File: config.mk
export PLATFORM = sky130hd
export DESIGN_NAME = rank_refresh_ctrl
export DESIGN_NICKNAME = d
export VERILOG_FILES = /design/src/rtl/refresh_pkg.sv /design/src/rtl/refresh_ctl.sv /design/src/rtl/refresh_dp.sv /design/src/rtl/rank_refresh_ctrl.sv
export SDC_FILE = /design/constraint.sdc
export NUM_CORES = 1
export LEC_CHECK = 0
export ABC_CLOCK_PERIOD_IN_PS = 6300
export BUFFER_PORTS_ARGS = -buffer_cell sky130_fd_sc_hd__buf_2
export CAP_MARGIN = 5
export CORE_UTILIZATION = 35
export CTS_CLUSTER_SIZE = 40
export DETAILED_ROUTE_END_ITERATION = 10
export SLEW_MARGIN = 20
export SYNTH_ARGS = -nofsm -noshare
export SYNTH_HDL_FRONTEND = slang
export SYNTH_HIERARCHICAL = 1
export SYNTH_SLANG_ARGS = --single-unit
export TNS_END_PERCENT = 20
File: constraint.sdc
create_clock -name clk -period 6.3 [get_ports clk]
set_clock_uncertainty 0.2 [all_clocks]
set_input_delay 0.315 -clock clk [delete_from_list [all_inputs] [get_ports clk]]
set_output_delay 0.315 -clock clk [all_outputs]
set_load 0.01 [all_outputs]
File: src/rtl/refresh_pkg.sv
package refresh_pkg;
  typedef struct packed {
    logic start;
    logic rowStep;
  } ctl_strobes_t;
endpackage

File: src/rtl/refresh_ctl.sv
module refresh_ctl
  import refresh_pkg::*;
#(
  parameter int INTERVAL = 1950,
  parameter int ROW_CYC  = 10,
  parameter int MAX_OWED = 8
) (
  input  logic clk,
  input  logic rstN,
  input  logic refGrant,
  input  logic accReq,
  input  logic lastRow,
  output logic refReq,
  output logic forceRef,
  output logic busy,
  output logic accGrant,
  output logic [$clog2(MAX_OWED+1)-1:0] owed,
  output ctl_strobes_t strobes
);
  localparam int TMR_W = $clog2(INTERVAL + 1);
  localparam int RC_W  = $clog2(ROW_CYC + 1);
  localparam int OW_W  = $clog2(MAX_OWED + 1);
  localparam logic [TMR_W-1:0] TMR_LAST = TMR_W'(INTERVAL - 1);
  localparam logic [RC_W-1:0]  RC_LAST  = RC_W'(ROW_CYC - 1);
  localparam logic [OW_W-1:0]  OW_MAX   = OW_W'(MAX_OWED);

  logic [TMR_W-1:0] tmr;
  logic [RC_W-1:0]  rowCnt;
  logic             busyQ;
  logic             tick;
  logic             startRef;
  logic             stepRow;
  logic             incOwed;

  always_comb begin
    tick     = (tmr == TMR_LAST);
    forceRef = (owed == OW_MAX);
    refReq   = (owed != '0) && !busyQ;
    startRef = refReq && (refGrant || forceRef);
    stepRow  = busyQ && (rowCnt == '0);
    incOwed  = tick && ((owed != OW_MAX) || startRef);
    accGrant = accReq && !busyQ && !startRef;
    busy     = busyQ;
    strobes.start   = startRef;
    strobes.rowStep = stepRow;
  end

  always_ff @(posedge clk) begin
    if (!rstN) begin
      tmr <= '0;
    end else if (tick) begin
      tmr <= '0;
    end else begin
      tmr <= tmr + 1'b1;
    end
  end

  always_ff @(posedge clk) begin
    if (!rstN) begin
      owed <= '0;
    end else begin
      case ({incOwed, startRef})
        2'b10:   owed <= owed + 1'b1;
        2'b01:   owed <= owed - 1'b1;
        default: owed <= owed;
      endcase
    end
  end

  always_ff @(posedge clk) begin
    if (!rstN) begin
      busyQ  <= 1'b0;
      rowCnt <= '0;
    end else if (startRef) begin
      busyQ  <= 1'b1;
      rowCnt <= RC_LAST;
    end else if (stepRow) begin
      rowCnt <= RC_LAST;
      if (lastRow) busyQ <= 1'b0;
    end else if (busyQ) begin
      rowCnt <= rowCnt - 1'b1;
    end
  end
endmodule

File: src/rtl/refresh_dp.sv
module refresh_dp
  import refresh_pkg::*;
#(
  parameter int BATCH     = 8,
  parameter int BANK_ROWS = 65536
) (
  input  logic clk,
  input  logic rstN,
  input  ctl_strobes_t strobes,
  output logic lastRow,
  output logic [$clog2(BANK_ROWS)-1:0] rowAddr,
  output logic passDone
);
  localparam int ROW_W = $clog2(BANK_ROWS);
  localparam int IDX_W = $clog2(BATCH + 1);
  localparam logic [ROW_W-1:0] ROW_LAST = ROW_W'(BANK_ROWS - 1);
  localparam logic [IDX_W-1:0] IDX_LAST = IDX_W'(BATCH - 1);

  logic [IDX_W-1:0] batchIdx;

  assign lastRow = (batchIdx == IDX_LAST);

  always_ff @(posedge clk) begin
    if (!rstN) begin
      batchIdx <= '0;
    end else if (strobes.start) begin
      batchIdx <= '0;
    end else if (strobes.rowStep) begin
      batchIdx <= batchIdx + 1'b1;
    end
  end

  always_ff @(posedge clk) begin
    if (!rstN) begin
      rowAddr  <= '0;
      passDone <= 1'b0;
    end else begin
      passDone <= strobes.rowStep && (rowAddr == ROW_LAST);
      if (strobes.rowStep) begin
        rowAddr <= (rowAddr == ROW_LAST) ? '0 : rowAddr + 1'b1;
      end
    end
  end
endmodule

File: src/rtl/rank_refresh_ctrl.sv
module rank_refresh_ctrl
  import refresh_pkg::*;
#(
  parameter int INTERVAL  = 1950,
  parameter int BATCH     = 8,
  parameter int ROW_CYC   = 10,
  parameter int BANK_ROWS = 65536,
  parameter int MAX_OWED  = 8
) (
  input  logic clk,
  input  logic rstN,
  input  logic refGrant,
  input  logic accReq,
  output logic refReq,
  output logic forceRef,
  output logic busy,
  output logic accGrant,
  output logic [$clog2(MAX_OWED+1)-1:0] owed,
  output logic [$clog2(BANK_ROWS)-1:0] rowAddr,
  output logic passDone
);
  ctl_strobes_t strobes;
  logic         lastRow;

  refresh_ctl #(
    .INTERVAL(INTERVAL), .ROW_CYC(ROW_CYC), .MAX_OWED(MAX_OWED)
  ) u_ctl (
    .clk(clk), .rstN(rstN), .refGrant(refGrant), .accReq(accReq),
    .lastRow(lastRow), .refReq(refReq), .forceRef(forceRef), .busy(busy),
    .accGrant(accGrant), .owed(owed), .strobes(strobes)
  );

  refresh_dp #(
    .BATCH(BATCH), .BANK_ROWS(BANK_ROWS)
  ) u_dp (
    .clk(clk), .rstN(rstN), .strobes(strobes), .lastRow(lastRow),
    .rowAddr(rowAddr), .passDone(passDone)
  );
endmodule

==> results of run 1 <==
## sequential cells by signal, summed over array words and instances (netlist names)
signal,flops
u_ctl/busy,1
u_ctl/owed,4
u_ctl/rowCnt,4
u_ctl/tmr,11
u_dp/batchIdx,4
u_dp/passDone,1
u_dp/rowAddr,16
## stage by stage
step                      power [W]  cell area, µm²   util
final                      0.000489            2290  0.417
after global routing       0.000511            2290  0.417
after global placement     0.000280            2180  0.396
after floorplan            0.000277            2000      -
after CTS                  0.000499            2290  0.417
after detailed placement   0.000280            2180  0.396
## tightest hold or removal path, cell delays in order
cell and delay, ns:
buf_2 0.08, a21oi_2 0.06, a21oi_1 0.13
## kinds of logic after synthesis
| kind of cell | count (synthesis) | share of synthesized area |
|---|---|---|
| adder cells (fa/ha/maj) | 8 | 0.0500 |
| XOR/XNOR | 29 | 0.127 |
| AND/OR/NAND/NOR | 102 | 0.274 |
| AO/OA/AOI/OAI | 21 | 0.0813 |
| flip-flops | 41 | 0.410 |
| buffers and inverters | 14 | 0.0375 |
| multiplexers | 4 | 0.0200 |
## worst max-delay path by stage
stage	end	cells after the start	slack (ns)	from
after floorplan	u_ctl/owed[2]$_SDFFE_PN0P_	10	3.58	u_ctl/owed[0]$_SDFFE_PN0P_
after global placement	u_dp/rowAddr[3]$_SDFFE_PN0P_	6	3.46	u_ctl/busy$_SDFFE_PN0P_
after detailed placement	u_dp/rowAddr[8]$_SDFFE_PN0P_	6	3.33	u_ctl/busy$_SDFFE_PN0P_
after CTS	u_dp/rowAddr[6]$_SDFFE_PN0P_	6	3.31	u_ctl/busy$_SDFFE_PN0P_
after global routing	u_dp/rowAddr[6]$_SDFFE_PN0P_	6	2.98	u_ctl/busy$_SDFFE_PN0P_
final	u_dp/rowAddr[6]$_SDFFE_PN0P_	6	3.31	u_ctl/busy$_SDFFE_PN0P_
## final cells by class
type | instances | area, µm² | area share
well taps | 72 | 90.1 | 0.0393
repair buffers | 28 | 140 | 0.0611
multi-input cells | 164 | 1100 | 0.481
inverters | 6 | 22.5 | 0.00981
clock buffers | 7 | 86.3 | 0.0376
flip-flops and latches | 41 | 821 | 0.358
clock inverters | 1 | 30.0 | 0.0131
## routing by layer
metal,wire (µm),vias to the layer above,track usage,part of all wire
met3,161,4,0.0365,0.044
met1,1930,698,0.179,0.52
met2,1570,32,0.204,0.42
met5,0,-,0,0
met4,31,0,0.0453,0.0084
li1,-,812,-,-
## power by group
| group | total [W] | switching, W | internal (W) | leakage, nW |
|---|---|---|---|---|
| logic | 0.0000110 | 0.00000710 | 0.00000387 | 0.556 |
| registers | 0.000263 | 0.00000205 | 0.000261 | 0.331 |
| clock network | 0.000216 | 0.0000867 | 0.000129 | 0.0585 |
| total | 0.000489 | 0.0000958 | 0.000394 | 0.945 |
## placed cells by master (no fill, tap or decap), types with 2 or more instances in the layout
master,n
nand4_1,12
xor2_1,20
o21ai_0,2
nor2_1,36
and3b_1,2
nand2b_1,2
xnor2_1,9
ha_1,8
nor4_1,3
and2_1,2
inv_1,6
or3_1,3
and3_1,4
nand2_1,14
and4_1,2
o21a_1,2
dfxtp_1,41
nor2b_1,5
a21oi_1,6
buf_2,28
a21boi_0,2
mux2i_1,4
nand4b_1,2
nor3_1,2
nand3_1,6
clkbuf_8,6
==> impl_results.md, run 1 <==
* Achievable Freq at 334 MHz
* Register area share after synthesis at 0.410
* Max stage delay cell, worst path: dfxtp_1
* Worst-path clk slew at roughly 0.08 ns
* Max incr delay on CP at slightly below 0.6 ns
* Antenna diode count at 0
* RSZ-0062 raised after global routing: false
* Share of layout cells above drive strength 1 at 0.178
* Worst min path class: in2reg
* Initial DRC count at between 60 and 70
* Crit start category: register
* Syn-to-layout area delta at 14.7%
* Gr usage total at 0.133
* Via Count at 1546
* Die area at 6020 µm²
* IO Pins at 29
* Port-buffer cells at 28
* Top_reg_cell synth: dfxtp_1
* Total grt overflow at 0
* Setup TNS at 0 ns
* DP Wirelength at around 2700 µm
* R2r worst-path depth at 6
* GP Congestion at just under 0.8
* EDFF count, synth at 0
* PnR worst setup slack at 3.31 ns
* Inst Count DP at between 300 and 400
* Maximum VDD drop at between 100 and 150 µV
* Die Ht at about 78 µm
* CTS Hold Bufs at 0
* ANT nets after route at 0
* Setup repair bufs after CTS at 0
* Clk root buf: clkbuf_8
* Hold_sp: refGrant
* Final hold violations at 0
* Die X at about 78 µm
* Post-cts resize count at 0
* Final setup violation count at 0
* Pre-CTS WS at approximately 3.3 ns
* Top post-synthesis cells by count: dfxtp_1, nor2_1, xor2_1
* CP bufs+invs at 0
* Row Count at 27
* Max-slew violation count at 0
* Worst flop-to-flop path endpoint: u_dp/rowAddr[6]$_SDFFE_PN0P_
* CP Cell Sequence: nor2b_1 -> and3b_1 -> and4_1 -> nand3_2 -> o31ai_4 -> nor2_1
* Arrival time worst endpoint at ~3 ns
* CTS tree: built
* Drt wl/cell at between 10 and 15 µm
* Min Tclk post-route at about 3.0 ns
* Initial antenna violation count at 0
* Crit end category: register
* Min-Delay Path Depth at 3
* Hold WS at around 0.15 ns
* Ys Warns at 6
* Leakage at 0.945 nW
* Least-Margin Pin Slew at roughly 0.6 ns
* Final non-filler cell total at 319
* Max transition margin at 0.599
* Vias per cell at 4.85
* Post-Synthesis Cells at about 220
* Max Buffers Root-to-Sink at 2
* P per Cell Area at ~210 nW/µm²
* Max FO, Critical Path at 14
* Top-count cell post-synth: dfxtp_1
* CP top delay family: simple AND/OR/NAND/NOR gates
* Status: finished, final reports clean
* Yosys top cell by area: dfxtp_1
* Largest net degree at the start of global routing at 15
* Critical path type: reg2reg
* Top-area cell type share of the netlist area at 0.410
* Mean Syn Cell Area at 9.14 µm²
* Core area at about 5500 µm²
* WL final at approximately 3700 µm
* Yosys reg bits at 41
* DRT Pass-1 Iters at 5
* # fillers at 580
* Asr flop ratio synth at 0
* Drc violations at 0
* Final-stage net count at approximately 260
* Initial Util at 0.363
* Main area contributors after synthesis: dfxtp_1, xor2_1, nor2_1
* Vias in the first global route at approximately 1400
* Net Count, Synth at 231
* Clock Sinks at 41
* Post-synth cell types at 44
* Period Utilization, post-route at 0.475
* Mapped Area at between 2000 and 2500 µm²
* Reg2reg start: u_ctl/busy$_SDFFE_PN0P_
* Max Cap Violations at 0
* Num CTS Buffers at 5
* Reg2reg setup slack at roughly 3.3 ns
* Hold Crit Endpoint: u_ctl/rowCnt[0]$_SDFFE_PN0P_
* Required time worst endpoint at between 6 and 7 ns
* H-tree lvl count at 2
* Worst-Skew Late Latency at just under 0.3 ns
* First-pass GRT wire length at roughly 6500 µm
(Power assumes the default switching activity.)
==> inputs of run 2 (changes only) <==
--- a/config.mk
+++ b/config.mk
@@ -5,7 +5,7 @@
 export SDC_FILE = /design/constraint.sdc
 export NUM_CORES = 1
 export LEC_CHECK = 0
-export ABC_CLOCK_PERIOD_IN_PS = 6300
+export ABC_CLOCK_PERIOD_IN_PS = 2750
 export BUFFER_PORTS_ARGS = -buffer_cell sky130_fd_sc_hd__buf_2
 export CAP_MARGIN = 5
 export CORE_UTILIZATION = 35
==> constraint.sdc (replaced) <==
create_clock -name clk -period 2.75 [get_ports clk]
set_clock_uncertainty 0.2 [all_clocks]
set_input_delay 0.1375 -clock clk [delete_from_list [all_inputs] [get_ports clk]]
set_output_delay 0.1375 -clock clk [all_outputs]
set_load 0.01 [all_outputs]
==> run 2 against run 1 <==
Against the previous run: fmax grew 17%; worst setup slack lost 3.1 ns; sequential share of layout area shrank 0.86 points; first-iteration DRC count shrank 29%; hold slack lost 0.10 ns; critical path depth grew 4; sequential power grew 130%; die area is the same; register-to-register slack lost 3.1 ns; utilization grew 1.1 points; flip-flop and latch count is the same; global-route usage is essentially flat; highest routed layer unchanged.
==> impl_results.md, run 2 (same netlist as run 1, synthesis figures left out) <==
* Status: finished, final reports clean (unchanged)
* Syn-to-layout area delta at 17.7% (was 14.7%)
* Met2 global-route usage at 0.208 (was 0.204)
* Net Sw Frac at 0.212 (was 0.196)
* Setup repair bufs after CTS at 0 (unchanged)
* Largest net degree at the start of global routing at 14 (was 15)
* Met1 Track Usage GR at 0.170 (was 0.179)
* CP endpoint: u_ctl/owed[2]$_SDFFE_PN0P_ (was u_dp/rowAddr[6]$_SDFFE_PN0P_)
* Gr usage total at 0.132 (was 0.133)
* RSZ-0062 raised after global routing: false (unchanged)
* Max incr delay on CP at 0.38 ns (was 0.59 ns)
* Required time worst endpoint at 2.77 ns (was 6.26 ns)
* Max transition margin at 0.610 (was 0.599)
* Max FO, Critical Path at 8 (was 14)
* DRT Pass-1 Iters at 4 (was 5)
* Min Tclk post-route at 2.57 ns (was 2.99 ns)
* Flop pwr share at 0.569 (was 0.536)
* Hold_sp: refGrant (unchanged)
* Final non-filler cell total at 327 (was 319)
* Vias in the first global route at 1398 (was 1430)
* Maximum VDD drop at 207 µV (was 105 µV)
* Clock Sinks at 41 (unchanged)
* Vias per cell at 4.86 (was 4.85)
* Critical path type: reg2reg (unchanged)
* Via Count at 1590 (was 1546)
* Die Ht at 77.6 µm (unchanged)
* Inst Count DP at 318 (was 311)
* Num CTS Buffers at 5 (unchanged)
* Clk root buf: clkbuf_8 (unchanged)
* CP top delay family: simple AND/OR/NAND/NOR gates (unchanged)
* Reg2reg setup slack at 0.18 ns (was 3.31 ns)
* Final hold violations at 0 (unchanged)
* Worst flop-to-flop path endpoint: u_ctl/owed[2]$_SDFFE_PN0P_ (was u_dp/rowAddr[6]$_SDFFE_PN0P_)
* CTS tree: built (unchanged)
* ANT nets after route at 0 (unchanged)
* GP Congestion at 0.762 (was 0.789)
* Worst-path clk slew at 0.08 ns (about the same)
* Critical Path Stages at 10 (was 6)
* Origin of the worst setup path: u_ctl/owed[2]$_SDFFE_PN0P_ (was u_ctl/busy$_SDFFE_PN0P_)
* Most Crowded Layer GR: met2 (unchanged)
* Reg2reg start: u_ctl/owed[2]$_SDFFE_PN0P_ (was u_ctl/busy$_SDFFE_PN0P_)
* Initial antenna violation count at 0 (unchanged)
* Leakage at 0.981 nW (was 0.945 nW)
* Met3 GRT Util at 0.0459 (was 0.0365)
* Final setup violation count at 0 (unchanged)
* H-tree lvl count at 2 (unchanged)
* Drt wl/cell at 11.3 µm (was 11.6 µm)
* Die X at 77.6 µm (unchanged)
* Switch Pwr at 0.000224 W (was 0.0000958 W)
* Row Count at 27 (unchanged)
* Crit end category: register (unchanged)
* Crit start category: register (unchanged)
* Drc violations at 0 (unchanged)
* Port-buffer cells at 28 (unchanged)
* Core area at 5510 µm² (unchanged)
* Least-Margin Pin Slew at 0.585 ns (was 0.601 ns)
* Biggest regs: u_dp/rowAddr x16, u_ctl/tmr x11 (unchanged)
* CP Cell Sequence: or3_1 -> a21oi_2 -> nor2_2 -> ha_2 -> xor2_1 -> ha_1 -> a21oi_1 -> xor2_1 -> or3_1 -> a21boi_0 (was nor2b_1 -> and3b_1 -> and4_1 -> nand3_2 -> o31ai_4 -> nor2_1)
* Share of layout cells above drive strength 1 at 0.220 (was 0.178)
* P per Cell Area at 449 nW/µm² (was 213 nW/µm²)
* Commonest non-fill, non-tap cell in the layout: dfxtp_1 (unchanged)
* R2r worst-path depth at 10 (was 6)
* WL final at 3700 µm (was 3690 µm)
* Final-stage net count at 266 (was 258)
* Setup TNS at 0 ns (unchanged)
* Int Pwr at 0.000834 W (was 0.000394 W)
* Max reg flops at 16 (unchanged)
* Total grt overflow at 0 (unchanged)
* Antenna diode count at 0 (unchanged)
* Arrival time worst endpoint at 2.59 ns (was 2.95 ns)
* Max-slew violation count at 0 (unchanged)
* Clock power share at 0.406 (was 0.441)
* Most frequent cells in the layout: dfxtp_1, nor2_1, buf_2 (unchanged)
* Worst min path class: in2reg (unchanged)
* Period Utilization, post-route at 0.934 (was 0.475)
* Initial Util at 0.363 (unchanged)
* Max Buffers Root-to-Sink at 2 (unchanged)
* IO Pins at 29 (unchanged)
* Worst-Skew Late Latency at 0.29 ns (about the same)
* Initial DRC count at 47 (was 66)
* Die area at 6020 µm² (unchanged)
* First-pass GRT wire length at 6300 µm (was 6510 µm)
* Achievable Freq at 390 MHz (was 334 MHz)
* CP bufs+invs at 0 (unchanged)
* Max Cap Violations at 0 (unchanged)
* Max stage delay cell, worst path: dfxtp_1 (unchanged)
* Comb pwr share at 0.025 (was 0.022)
* Total power at 0.00106 W (was 0.000489 W)
* Largest register by flop count: u_dp/rowAddr (unchanged)
* DP Wirelength at 2660 µm (was 2670 µm)
## run 2: cell types whose count changed in the layout (fill, tap and decap cells not counted), sizes merged
cell         change
buf              +7
bufinv           -1
clkinv           +1
dlygate4sd3      +1
## run 2: repair_timing
action | CTS | global route
hold buffers | 1 | 0
endpoints found under the setup margin | 0 | 2
hold endpoints to repair | 1 | 0
gates resized for setup | 0 | 4
## run 2: per-layer routing
| layer | vias to the layer above | wire length [µm] |
|---|---|---|
| met4 | 0 | 48 |
| met1 | 725 | 1880 |
| met5 | - | 0 |
| met2 | 35 | 1600 |
| met3 | 5 | 171 |
| li1 | 825 | - |
## run 2: power groups by stage
stage / clock network (W) / registers (W) / logic (W)
floorplan: 0 / 0.000614 / 0.0000196
global placement: 0 / 0.000615 / 0.0000261
detailed placement: 0 / 0.000616 / 0.0000256
CTS: 0.000447 / 0.000601 / 0.0000267
global route: 0.000475 / 0.000602 / 0.0000298
finish: 0.000430 / 0.000602 / 0.0000263
## run 2: area by class of cell
type                            instances  area (µm²)
Clock buffer                            7        96.3
Clock inverter                          1        5.00
Fill cell                             549        3150
Inverter                                6        22.5
Multi-Input combinational cell        164        1120
Sequential cell                        41         822
Tap cell                               72        90.1
Timing Repair Buffer                   36         203
## run 2: stage by stage
stage	hold slack, ns	instance area [µm²]	util	worst slack [ns]
CTS	0.0405	2340	0.425	0.0540
detailed placement	0.267	2230	0.405	0.0768
global route	0.0955	2350	0.428	0.0451
global placement	0.261	2230	0.405	0.188
floorplan	0.0807	2000	-	0.0332
finish	0.0518	2350	0.428	0.183
## run 2: worst min-delay path by stage
stage / to / slack [ns] / cells past startpoint
3_5_place_dp: u_ctl/rowCnt[2]$_SDFFE_PP0P_ / 0.27 / 2
5_1_grt: u_ctl/rowCnt[0]$_SDFFE_PN0P_ / 0.1 / 4
4_1_cts: u_ctl/rowCnt[0]$_SDFFE_PN0P_ / 0.04 / 4
2_1_floorplan: u_dp/rowAddr[0]$_SDFFE_PN0P_ / 0.08 / 2
3_3_place_gp: u_ctl/rowCnt[2]$_SDFFE_PP0P_ / 0.26 / 2
6_report: u_ctl/rowCnt[0]$_SDFFE_PN0P_ / 0.05 / 4
## run 2: worst min-delay path: cells and delay by family
family / cells / cell delay (ns)
AO/OA/AOI/OAI: 2 / 0.15
buffers and inverters: 2 / 0.22
==> inputs of run 3 (changes only) <==
--- a/config.mk
+++ b/config.mk
@@ -5,7 +5,7 @@
 export SDC_FILE = /design/constraint.sdc
 export NUM_CORES = 1
 export LEC_CHECK = 0
-export ABC_CLOCK_PERIOD_IN_PS = 2750
+export ABC_CLOCK_PERIOD_IN_PS = 2800
 export BUFFER_PORTS_ARGS = -buffer_cell sky130_fd_sc_hd__buf_2
 export CAP_MARGIN = 5
 export CORE_UTILIZATION = 35
==> constraint.sdc (replaced) <==
create_clock -name clk -period 2.8 [get_ports clk]
set_clock_uncertainty 0.2 [all_clocks]
set_input_delay 0.14 -clock clk [delete_from_list [all_inputs] [get_ports clk]]
set_output_delay 0.14 -clock clk [all_outputs]
set_load 0.01 [all_outputs]
==> run 3 against run 2 <==
Against the previous run: final area grew 0.16%; global-route usage increased by 0.50 points; sequential share of layout area shrank 0.11 points; worst setup slack better by 0.060 ns; flip-flop and latch count unchanged; routed wire length increased by 3.7%; non-clock buffer count down 1; fmax grew 0.40%; combinational power up 5%; sequential power decreased by 2%; first-iteration DRC count is 13% higher; via count increased by 2.8%; critical path type unchanged; critical endpoint unchanged; largest cell class unchanged.
==> impl_results.md, run 3 (same netlist as run 1, synthesis figures left out) <==
* Critical path type: reg2reg (unchanged)
* Setup repair bufs after CTS at 0 (unchanged)
* Final setup violation count at 0 (unchanged)
* Period Utilization, post-route at 0.913 (was 0.934)
* Biggest regs: u_dp/rowAddr x16, u_ctl/tmr x11 (unchanged)
* Min Tclk post-route at 2.56 ns (was 2.57 ns)
* Port-buffer cells at 28 (unchanged)
* Worst flop-to-flop path endpoint: u_ctl/owed[2]$_SDFFE_PN0P_ (unchanged)
* Max FO, Critical Path at 6 (was 8)
* Initial antenna violation count at 0 (unchanged)
* Register area at 821 µm² (was 822 µm²)
* Max reg flops at 16 (unchanged)
* Clk root buf: clkbuf_8 (unchanged)
* Most frequent cells in the layout: dfxtp_1, nor2_1, buf_2 (unchanged)
* Commonest non-fill, non-tap cell in the layout: dfxtp_1 (unchanged)
* Worst-path clk slew at 0.08 ns (about the same)
* Arrival time worst endpoint at 2.58 ns (was 2.59 ns)
* Antenna diode count at 0 (unchanged)
* DP Wirelength at 2760 µm (was 2660 µm)
* Post-Layout Inst Area at 2360 µm² (was 2350 µm²)
* Syn-to-layout area delta at 17.9% (was 17.7%)
* Maximum VDD drop at 195 µV (was 207 µV)
* Least-Margin Pin Slew at 0.565 ns (was 0.585 ns)
* Reg2reg setup slack at 0.24 ns (was 0.18 ns)
* P per Cell Area at 418 nW/µm² (was 449 nW/µm²)
* Largest register by flop count: u_dp/rowAddr (unchanged)
* WL final at 3840 µm (was 3700 µm)
* Drc violations at 0 (unchanged)
* ANT nets after route at 0 (unchanged)
* Share of layout cells above drive strength 1 at 0.205 (was 0.220)
* Gr usage total at 0.137 (was 0.132)
* Die X at 77.6 µm (unchanged)
* Clock power share at 0.373 (was 0.406)
* Comb pwr share at 0.028 (was 0.025)
* Final hold violations at 0 (unchanged)
* GP Congestion at 0.780 (was 0.762)
* Final-stage net count at 265 (was 266)
* R2r worst-path depth at 10 (unchanged)
* Max Cap Violations at 0 (unchanged)
* Setup TNS at 0 ns (unchanged)
* Initial Util at 0.363 (unchanged)
* Crit start category: register (unchanged)
* Flop pwr share at 0.599 (was 0.569)
* Worst-Skew Late Latency at 0.29 ns (about the same)
* Drt wl/cell at 11.8 µm (was 11.3 µm)
* First-pass GRT wire length at 6600 µm (was 6300 µm)
* Vias in the first global route at 1521 (was 1398)
* DRT Pass-1 Iters at 4 (unchanged)
* RSZ-0062 raised after global routing: false (unchanged)
* Via Count at 1634 (was 1590)
* Die Ht at 77.6 µm (unchanged)
* Switch Pwr at 0.000216 W (was 0.000224 W)
* H-tree lvl count at 2 (unchanged)
* Vias per cell at 5.01 (was 4.86)
* Clock Sinks at 41 (unchanged)
* Total grt overflow at 0 (unchanged)
* # fillers at 542 (was 549)
* Max Buffers Root-to-Sink at 2 (unchanged)
* Int Pwr at 0.000770 W (was 0.000834 W)
* Required time worst endpoint at 2.82 ns (was 2.77 ns)
* Leakage at 0.969 nW (was 0.981 nW)
* Achievable Freq at 391 MHz (was 390 MHz)
* Status: finished, final reports clean (unchanged)
* Num CTS Buffers at 5 (unchanged)
* Net Sw Frac at 0.219 (was 0.212)
* Hold WS at 0.278 ns (was 0.0518 ns)
* IO Pins at 29 (unchanged)
* Max transition margin at 0.624 (was 0.610)
* Reg2reg start: u_ctl/tmr[0]$_SDFF_PP0_ (was u_ctl/owed[2]$_SDFFE_PN0P_)
* Origin of the worst setup path: u_ctl/tmr[0]$_SDFF_PP0_ (was u_ctl/owed[2]$_SDFFE_PN0P_)
* Multi-input gate area at 1140 µm² (was 1120 µm²)
* Initial DRC count at 53 (was 47)
* Largest net degree at the start of global routing at 14 (unchanged)
* Row Count at 27 (unchanged)
* Die area at 6020 µm² (unchanged)
* Crit end category: register (unchanged)
* Max-slew violation count at 0 (unchanged)
* CTS tree: built (unchanged)
* Core area at 5510 µm² (unchanged)
* Worst min path class: reg2reg (was in2reg)
* CP endpoint: u_ctl/owed[2]$_SDFFE_PN0P_ (unchanged)
* Placement Cell Area at 2210 µm² (was 2230 µm²)
run 3: timing repair:
action                                 4_1_cts  5_1_grt
endpoints found under the hold margin        2        0
gates resized for setup                      0        7
setup endpoints to repair                    0        2
hold buffers                                 3        0
run 3: metal layers:
metal	wire, µm	part of all wire	vias up	global-route usage
li1	-	-	826	-
met1	1830	0.48	757	0.166
met2	1740	0.45	42	0.225
met3	193	0.050	9	0.0435
met4	71	0.019	0	0.0566
met5	0	0	-	0
run 3: worst max-delay path: stages (launching register included):
cell	delay, ns
dfxtp_1	0.41
ha_1	0.18
nor4bb_2	0.27
nand4_1	0.18
ha_2	0.24
xor2_1	0.15
ha_1	0.18
a21oi_1	0.14
xor2_1	0.09
or3_1	0.30
a21boi_0	0.15
run 3: how the worst min path moves through the flow:
stage | startpoint | endpoint | slack [ns] | cells after the start
3_5_place_dp | refGrant | u_ctl/rowCnt[0]$_SDFFE_PN0P_ | 0.25 | 3
6_report | u_ctl/rowCnt[2]$_SDFFE_PP0P_ | u_ctl/rowCnt[2]$_SDFFE_PP0P_ | 0.28 | 2
5_1_grt | u_ctl/rowCnt[2]$_SDFFE_PP0P_ | u_ctl/rowCnt[2]$_SDFFE_PP0P_ | 0.32 | 2
3_3_place_gp | refGrant | u_ctl/rowCnt[0]$_SDFFE_PN0P_ | 0.25 | 3
2_1_floorplan | rstN | u_dp/rowAddr[0]$_SDFFE_PN0P_ | 0.08 | 2
4_1_cts | u_ctl/rowCnt[2]$_SDFFE_PP0P_ | u_ctl/rowCnt[2]$_SDFFE_PP0P_ | 0.28 | 2
run 3: final cells by class:
cell class,instances,share of cell area
Clock buffer,6,0.0308
Clock inverter,2,0.00424
Inverter,6,0.00955
Multi-Input combinational cell,164,0.484
Sequential cell,41,0.348
Tap cell,72,0.0382
Timing Repair Buffer,35,0.0849
run 3: metrics by stage:
step	cells	util	total power (W)	setup WS, ns
final	326	0.428	0.000985	0.243
after global routing	326	0.428	0.00104	0.00883
after CTS	326	0.421	0.00101	0.0306
after detailed placement	315	0.401	0.000629	0.0622
after global placement	315	0.401	0.000630	0.168
after floorplan	219	-	0.000623	0.0832
run 3: power by group through the flow:
stage | clock (W) | combinational (W) | sequential [W]
3_3_place_gp | 0 | 0.0000254 | 0.000604
2_1_floorplan | 0 | 0.0000193 | 0.000603
3_5_place_dp | 0 | 0.0000250 | 0.000604
5_1_grt | 0.000418 | 0.0000314 | 0.000591
6_report | 0.000367 | 0.0000277 | 0.000591
4_1_cts | 0.000391 | 0.0000274 | 0.000591
